$ cat src/rtl/xc_pkg.sv
package xc_pkg;
  localparam int VA_W    = 39;
  localparam int PA_W    = 56;
  localparam int ASID_W  = 16;
  localparam int PTE_W   = 8;
  localparam int PG_SH   = 12;
  localparam int LVL_SH  = 9;
  localparam int LVL_W   = 2;
  localparam int NUM_LVL = 3;

  typedef struct packed {
    logic              glb;
    logic [ASID_W-1:0] asid;
    logic [VA_W-1:0]   vpn;
    logic [VA_W-1:0]   omask;
    logic [PA_W-1:0]   ppn;
    logic [PTE_W-1:0]  pte;
    logic [PA_W-1:0]   pta;
  } xc_ent_t;

  // offset mask of a page at the given level
  function automatic logic [VA_W-1:0] off_mask(input logic [LVL_W-1:0] lvl);
    logic [VA_W:0] one;
    logic [VA_W:0] full;
    one  = {{VA_W{1'b0}}, 1'b1};
    full = (one << (PG_SH + LVL_SH * int'(lvl))) - one;
    return full[VA_W-1:0];
  endfunction
endpackage

$ cat src/rtl/xc_match.sv
module xc_match
  import xc_pkg::*;
(
  input  logic              vld,
  input  logic              glb,
  input  logic [ASID_W-1:0] asid,
  input  logic [VA_W-1:0]   vpn,
  input  logic [VA_W-1:0]   omask,
  input  logic [ASID_W-1:0] lk_asid,
  input  logic [VA_W-1:0]   lk_va,
  input  logic              fl_use_asid,
  input  logic [ASID_W-1:0] fl_asid,
  input  logic              fl_use_va,
  input  logic [VA_W-1:0]   fl_va,
  output logic              hit,
  output logic              kill
);
  logic lk_tag_eq, lk_id_ok, fl_tag_eq, fl_id_ok;

  always_comb begin
    lk_tag_eq = (vpn == (lk_va & ~omask));
    lk_id_ok  = glb | (asid == lk_asid);
    hit       = vld & lk_tag_eq & lk_id_ok;
    fl_tag_eq = (vpn == (fl_va & ~omask));
    fl_id_ok  = ~glb & (asid == fl_asid);
    kill      = vld & (fl_use_va ? fl_tag_eq : 1'b1)
                    & (fl_use_asid ? fl_id_ok : 1'b1);
  end
endmodule

$ cat src/rtl/xc_first.sv
module xc_first #(
  parameter int N = 4,
  parameter int W = 2
) (
  input  logic [N-1:0] req,
  output logic         any,
  output logic [W-1:0] idx
);
  always_comb begin
    any = |req;
    idx = '0;
    for (int i = N - 1; i >= 0; i--) begin
      if (req[i]) idx = W'(i);
    end
  end
endmodule

$ cat src/rtl/xc_tlb.sv
module xc_tlb
  import xc_pkg::*;
#(
  parameter int NUM_ENT = 4
) (
  input  logic              clk,
  input  logic              rst_n,
  input  logic [ASID_W-1:0] lk_asid,
  input  logic [VA_W-1:0]   lk_va,
  output logic              lk_hit,
  output logic [((NUM_ENT > 1) ? $clog2(NUM_ENT) : 1)-1:0] lk_idx,
  output logic [PA_W-1:0]   lk_pa,
  output logic [PTE_W-1:0]  lk_pte,
  output logic [PA_W-1:0]   lk_pte_addr,
  input  logic              fill_en,
  input  logic [ASID_W-1:0] fill_asid,
  input  logic              fill_glb,
  input  logic [LVL_W-1:0]  fill_lvl,
  input  logic [VA_W-1:0]   fill_va,
  input  logic [PA_W-1:0]   fill_pa,
  input  logic [PTE_W-1:0]  fill_pte,
  input  logic [PA_W-1:0]   fill_pte_addr,
  input  logic              upd_en,
  input  logic [((NUM_ENT > 1) ? $clog2(NUM_ENT) : 1)-1:0] upd_idx,
  input  logic [PTE_W-1:0]  upd_pte,
  input  logic              fl_en,
  input  logic              fl_use_asid,
  input  logic [ASID_W-1:0] fl_asid,
  input  logic              fl_use_va,
  input  logic [VA_W-1:0]   fl_va
);
  localparam int IDX_W = (NUM_ENT > 1) ? $clog2(NUM_ENT) : 1;
  localparam int EXT_W = PA_W - VA_W;
  localparam logic [IDX_W-1:0] OLDEST = IDX_W'(NUM_ENT - 1);

  xc_ent_t            ent_q [NUM_ENT];
  xc_ent_t            ent_d [NUM_ENT];
  logic [IDX_W-1:0]   age_q [NUM_ENT];
  logic [IDX_W-1:0]   age_d [NUM_ENT];
  logic [NUM_ENT-1:0] vld_q, vld_d, hit_v, kill_v, free_v;
  logic               free_any;
  logic [IDX_W-1:0]   free_idx, old_idx, vic;
  logic               fill_ok, upd_ok, vld_we, age_we, ent_we;
  logic [VA_W-1:0]    new_om;
  xc_ent_t            new_ent;
  xc_ent_t            sel;

  // per-slot match for lookup and invalidate
  for (genvar g = 0; g < NUM_ENT; g++) begin : g_slot
    xc_match u_match (
      .vld         (vld_q[g]),
      .glb         (ent_q[g].glb),
      .asid        (ent_q[g].asid),
      .vpn         (ent_q[g].vpn),
      .omask       (ent_q[g].omask),
      .lk_asid     (lk_asid),
      .lk_va       (lk_va),
      .fl_use_asid (fl_use_asid),
      .fl_asid     (fl_asid),
      .fl_use_va   (fl_use_va),
      .fl_va       (fl_va),
      .hit         (hit_v[g]),
      .kill        (kill_v[g])
    );
  end

  xc_first #(.N(NUM_ENT), .W(IDX_W)) u_hit_pick (
    .req (hit_v),
    .any (lk_hit),
    .idx (lk_idx)
  );

  assign free_v = ~vld_q;

  xc_first #(.N(NUM_ENT), .W(IDX_W)) u_free_pick (
    .req (free_v),
    .any (free_any),
    .idx (free_idx)
  );

  // victim: lowest free slot, else the oldest fill
  always_comb begin
    old_idx = '0;
    for (int i = 0; i < NUM_ENT; i++) begin
      if (age_q[i] == OLDEST) old_idx = IDX_W'(i);
    end
    vic = free_any ? free_idx : old_idx;
  end

  always_comb begin
    new_om        = off_mask(fill_lvl);
    new_ent.glb   = fill_glb;
    new_ent.asid  = fill_asid;
    new_ent.vpn   = fill_va & ~new_om;
    new_ent.omask = new_om;
    new_ent.ppn   = fill_pa & ~{{EXT_W{1'b0}}, new_om};
    new_ent.pte   = fill_pte;
    new_ent.pta   = fill_pte_addr;
  end

  // clock enables
  always_comb begin
    fill_ok = fill_en & ~fl_en;
    upd_ok  = upd_en & ~fl_en & ~fill_en & vld_q[upd_idx];
    vld_we  = fl_en | fill_en;
    age_we  = fill_ok;
    ent_we  = fill_ok | upd_ok;
  end

  // next state
  always_comb begin
    vld_d = vld_q;
    ent_d = ent_q;
    age_d = age_q;
    if (fl_en) begin
      vld_d = vld_q & ~kill_v;
    end else if (fill_en) begin
      vld_d[vic] = 1'b1;
      ent_d[vic] = new_ent;
      for (int i = 0; i < NUM_ENT; i++) begin
        if (IDX_W'(i) == vic) age_d[i] = '0;
        else if (age_q[i] < age_q[vic]) age_d[i] = age_q[i] + 1'b1;
      end
    end else if (upd_ok) begin
      ent_d[upd_idx].pte = upd_pte;
    end
  end

  // state registers
  always_ff @(posedge clk or negedge rst_n) begin
    if (!rst_n) begin
      vld_q <= '0;
      for (int i = 0; i < NUM_ENT; i++) age_q[i] <= IDX_W'(i);
    end else begin
      if (vld_we) vld_q <= vld_d;
      if (age_we) age_q <= age_d;
    end
  end

  always_ff @(posedge clk) begin
    if (ent_we) ent_q <= ent_d;
  end

  // lookup result
  always_comb begin
    sel         = ent_q[lk_idx];
    lk_pa       = '0;
    lk_pte      = '0;
    lk_pte_addr = '0;
    if (lk_hit) begin
      lk_pa       = sel.ppn | {{EXT_W{1'b0}}, lk_va & sel.omask};
      lk_pte      = sel.pte;
      lk_pte_addr = sel.pta;
    end
  end
endmodule

$ cat config.mk
export PLATFORM = sky130hd
export DESIGN_NAME = xc_tlb
export DESIGN_NICKNAME = d
export VERILOG_FILES = /design/src/rtl/xc_pkg.sv /design/src/rtl/xc_match.sv /design/src/rtl/xc_first.sv /design/src/rtl/xc_tlb.sv
export SDC_FILE = /design/constraint.sdc
export NUM_CORES = 2
export LEC_CHECK = 0
export ABC_AREA = 1
export BUFFER_PORTS_ARGS = -buffer_cell sky130_fd_sc_hd__buf_4
export CORE_ASPECT_RATIO = 0.6
export CORE_UTILIZATION = 56
export CTS_BUF_LIST = sky130_fd_sc_hd__clkbuf_4 sky130_fd_sc_hd__clkbuf_8
export CTS_CLUSTER_DIAMETER = 150
export DETAILED_ROUTE_END_ITERATION = 10
export GPL_TIMING_DRIVEN = 1
export PLACE_DENSITY = 0.87
export SYNTH_ARGS = -nofsm -noshare
export SYNTH_HDL_FRONTEND = slang
export SYNTH_SLANG_ARGS = --single-unit
$ cat constraint.sdc
create_clock -name clk -period 10.55 [get_ports clk]
set_input_delay 0.5275 -clock clk [delete_from_list [all_inputs] [get_ports clk]]
set_output_delay 0.5275 -clock clk [all_outputs]
set_load 0.03 [all_outputs]
==> reports/summary.md <==
The flow ran to the end, and the final reports show no timing, DRC or antenna violations. The worst setup path is captured at a primary output. The worst setup path is of the reg2out kind. The tools report the die footprint as 75850 um^2. The number of detailed-routing iterations run before antenna repair was 6; the number of DRC markers after the initial detailed-route iteration was 5659.

STA puts the critical path data required time at 10.02 ns. During I/O placement, the number of pins put on the boundary was 428. Of the total power, the share spent switching nets is 29.57%. After the last flow step, the layout net total stands at 5568. The H-tree generated during clock tree synthesis spans 3 levels. Summed over all layers, the global routing overflow is 0.

The critical path goes through inv_1 -> nand2_1 -> nand2_1 -> nand2_1 -> nor2_1 -> nand2_1 -> nor3_2 -> nand2_1 -> nor2_1 -> nand3_2 -> nand3_4 -> buf_4 -> nand3_1 -> nand2_1 -> inv_1 -> a21oi_1 -> buf_4. Power spread over the standard cell area amounts to 150.7 nW/um^2. Cell internal power was estimated by the tool at 5071 uW. Of the total synthesized cell area, the portion taken by AND, OR, NAND and NOR gates is 25.05%. The post-route total power was 7199 uW; the switching power total was 2129 uW. The via count of the first global-routing pass was 33740; the highest cell delay on the worst timing path was 0.88 ns.

In the synthesized netlist, mux cells make up 0% of the area. The horizontal extent of the die works out to 354.9 um. The worst supply voltage drop on vdd was 0.1170 mV; the number of clock sinks was 764. For this run, design rule violations remaining after detail routing come to 0. Max-cap violations in this run came to 0.

The worst register-to-register path begins at vld_q[2]. Along the worst path, the maximum fanout reaches 63. The worst pin sits at a relative slew slack of 17.76%. Detailed placement ended at an HPWL of 105000 um.

The initial antenna violation count was 6; the power share of the combinational group was 15.6%. Data arrives at the worst endpoint at 6.03 ns. In this run, synthesis inferred 752 flip-flops with an integrated enable. Critical path launch point type: a flop.

Measured in cells, the most critical reg-to-reg path has a length of 11. The quantity of gates resized following cts is 0, and the count of filler cells inserted in the layout is 6036. The clock buffer count from CTS was 109.

Post-CTS timing repair inserted 0 buffers for setup. Dividing the final minimum period by the clock period gives 62.11%. The root buffer cell chosen for the clock tree is clkbuf_8. The run gives 3 as the buffer depth of the longest clock path. The measured slew at the worst slew-check pin is 1.234 ns, and the proportion of synthesized chip area in sequential cells is 54.70%. The most frequent cell after synthesis is nand2_1. The effective utilization at floorplan was 56.70%; the average wire length per cell after detail routing was 23.98 um. The commonest cells after synthesis are nand2_1, nor2_1, edfxtp_1. After detailed routing, the number of vias per cell comes to 5.855. Summed over all cells, the static leakage comes to 0.02117 uW.

In the post-synthesis netlist, the biggest area contributors are edfxtp_1, nand2_1, nor2_1. Summing the areas of all fa, ha and maj instances in the mapped netlist gives 0.4785% of the synthesized area. The worst hold margin was 0.08688 ns. In the final layout, the share of cells above drive strength 1 is 12.77%.

Hold violation count in the final report: 0. Summing the areas of all xor and xnor instances in the mapped netlist gives 4.605% of the synthesized area. Setup violations remaining at the end of the flow were counted as 0. Port buffering added 419 buffers.

After technology mapping, the gate count stands at 4904. Of all flip-flops after synthesis, the portion carrying an async set or reset was 1.571%. Routability-driven placement finished with a final weighted congestion of 1.077.

Counting I/O delays and the setup requirement, the final critical path takes 6.553 ns. Timing would allow up to 152.6 MHz. For the number of placement rows, the log shows 77.

The netlist uses 49 different library cells. Clock latency on the worst-skew pair, taken at its later pin, is 0.78 ns. Entering global routing, the biggest net connects 149 pins. The logs give 0 for the number of pins exceeding their max-slew limit in the final report and 39.07% for the global-route usage over all layers.

The run gives 0 as the number of nets with antenna violations after routing. The endpoint identified for the worst register-to-register timing path is ent_q[508]. Source of the critical timing path: ent_q[785]. After synthesis, the largest family of logic cells by area is simple AND/OR/NAND/NOR gates. The number of synthesis warnings is 0, and the power share of the clock group is 33.9%.

The die is 213.7 um tall. The synthesis-to-finish area growth was 14.16%. The mapped netlist covers 41840 um^2. The post-synthesis average cell area is 8.532 um^2.

The first global-routing pass estimated 216000 um of wire. The most frequent cell on the critical path was nand2_1. The synthesized netlist devotes 6.716% of its cell area to compound gates. The final total negative setup slack was 0 ns. For the sequential cell fraction of total power, the log shows 50.5%. For the setup clock skew after layout, the log shows 0.04261 ns. Summed over all layers, the routed wires come to 151800 um.

Setup repair after global routing left no endpoint under its margin. The setup check on the worst reg-to-reg path leaves a slack of 6.19 ns. The clock-pin slew reported for the worst setup and hold paths after clock tree synthesis works out to 0.07 ns. The library cell occupying the most area in the post-synthesis netlist is edfxtp_1. TritonCTS built the clock tree. The tools report the post-synthesis net count as 5225. The vias after detailed routing was 37070; the proportion of netlist area held by the largest area contributor was 53.97%.

Standard cell with the maximum stage delay on the critical path: buf_4. The number of synthesized register bits works out to 764. The placeable core area came out at 73800 um^2. The critical path ends at lk_pa[23]. In the synthesized netlist the dominant register cell turns out to be edfxtp_1.

The worst min-delay path category is in2reg.
[what timing repair did]
action / in CTS / in global routing
hold buffers: 1 / 0
endpoints found under the setup margin: 0 / 0
hold endpoints to repair: 12 / 0
[layer usage]
layer  wire (um)  track usage, %  part of all wire, %  vias to the layer above
li1            -               -                    -                    16750
met4        4403           10.85                  2.9                        6
met3       23300           13.17                   15                      343
met2       65000           57.28                   43                     2685
met1       59120           55.37                   39                    17280
met5          37               0                0.024                        -
[power by group through the flow]
stage | registers, uW | logic [uW] | clock network, uW
floorplan | 3700 | 627 | 0
detailed placement | 3690 | 1080 | 0
global route | 3640 | 1190 | 2560
global placement | 3690 | 1050 | 0
CTS | 3630 | 1090 | 2430
finish | 3630 | 1120 | 2440
[area by class of cell]
type                            count  area [um^2]  area share (%)
Tap cell                          987         1235           2.585
Antenna cell                        5        12.51         0.02619
Inverter                          667         2531           5.299
Clock inverter                     54        359.1          0.7518
Timing Repair Buffer              457         3458           7.240
Multi-Input combinational cell   3248        15470           32.39
Sequential cell                   764        22890           47.91
Clock buffer                      149         1813           3.795
[metrics by stage]
stage | utilization (%) | setup WS (ns) | area (um^2) | instances
floorplan | - | 0.6009 | 41840 | 4904
global placement | 61.75 | 4.858 | 45570 | 6122
detailed placement | 61.75 | 4.863 | 45570 | 6122
CTS | 64.71 | 4.299 | 47750 | 6326
global route | 64.72 | 3.799 | 47760 | 6328
finish | 64.73 | 3.997 | 47770 | 6331
[worst max-delay path, delay by kind of cell, from the launching register on]
family / cells / cell delay (ns)
buf+inv: 4 / 1.60
simple gates: 12 / 2.56
compound gates: 1 / 0.65
flops: 1 / 0.41
[layout by cell type (no fill, tap or decap), drive strengths merged, types with 5 or more instances in the layout]
| master | Yosys | routed |
|---|---|---|
| a21oi | 137 | 137 |
| buf | 121 | 456 |
| clkbuf | 104 | 149 |
| clkinv | 2 | 44 |
| dfrtp | 8 | 8 |
| diode | 0 | 5 |
| edfxtp | 752 | 752 |
| ha | 16 | 16 |
| inv | 665 | 671 |
| nand2 | 1122 | 1122 |
| nand3 | 383 | 383 |
| nand3b | 12 | 12 |
| nand4 | 49 | 49 |
| nor2 | 905 | 905 |
| nor3 | 24 | 24 |
| nor4 | 46 | 46 |
| o2111ai | 7 | 7 |
| o211ai | 165 | 165 |
| o21ai | 89 | 89 |
| o22ai | 40 | 40 |
| or2 | 12 | 12 |
| xnor2 | 46 | 46 |
| xor2 | 174 | 174 |
[cell families after synthesis]
logic type,count (synthesis)
and+or+nand+nor,2559
buffers and inverters,892
DFF,764
AOI/OAI and AO/OA,453
xor gates and xnor gates,220
adders and majority gates,16
[how the worst min path moves through the flow]
stage	to	from	depth (start not counted)
floorplan	age_q[2]	rst_n	0
global placement	age_q[5]	rst_n	1
detailed placement	age_q[5]	rst_n	1
CTS	vld_q[2]	fl_use_asid	5
global route	vld_q[0]	fl_use_asid	3
finish	vld_q[0]	fl_use_asid	3
[flip-flops by register name, summed over array words and instances, names as in the netlist]
register	count
vld_q	4
ent_q	752
age_q	8
(Power assumes the default switching activity.)
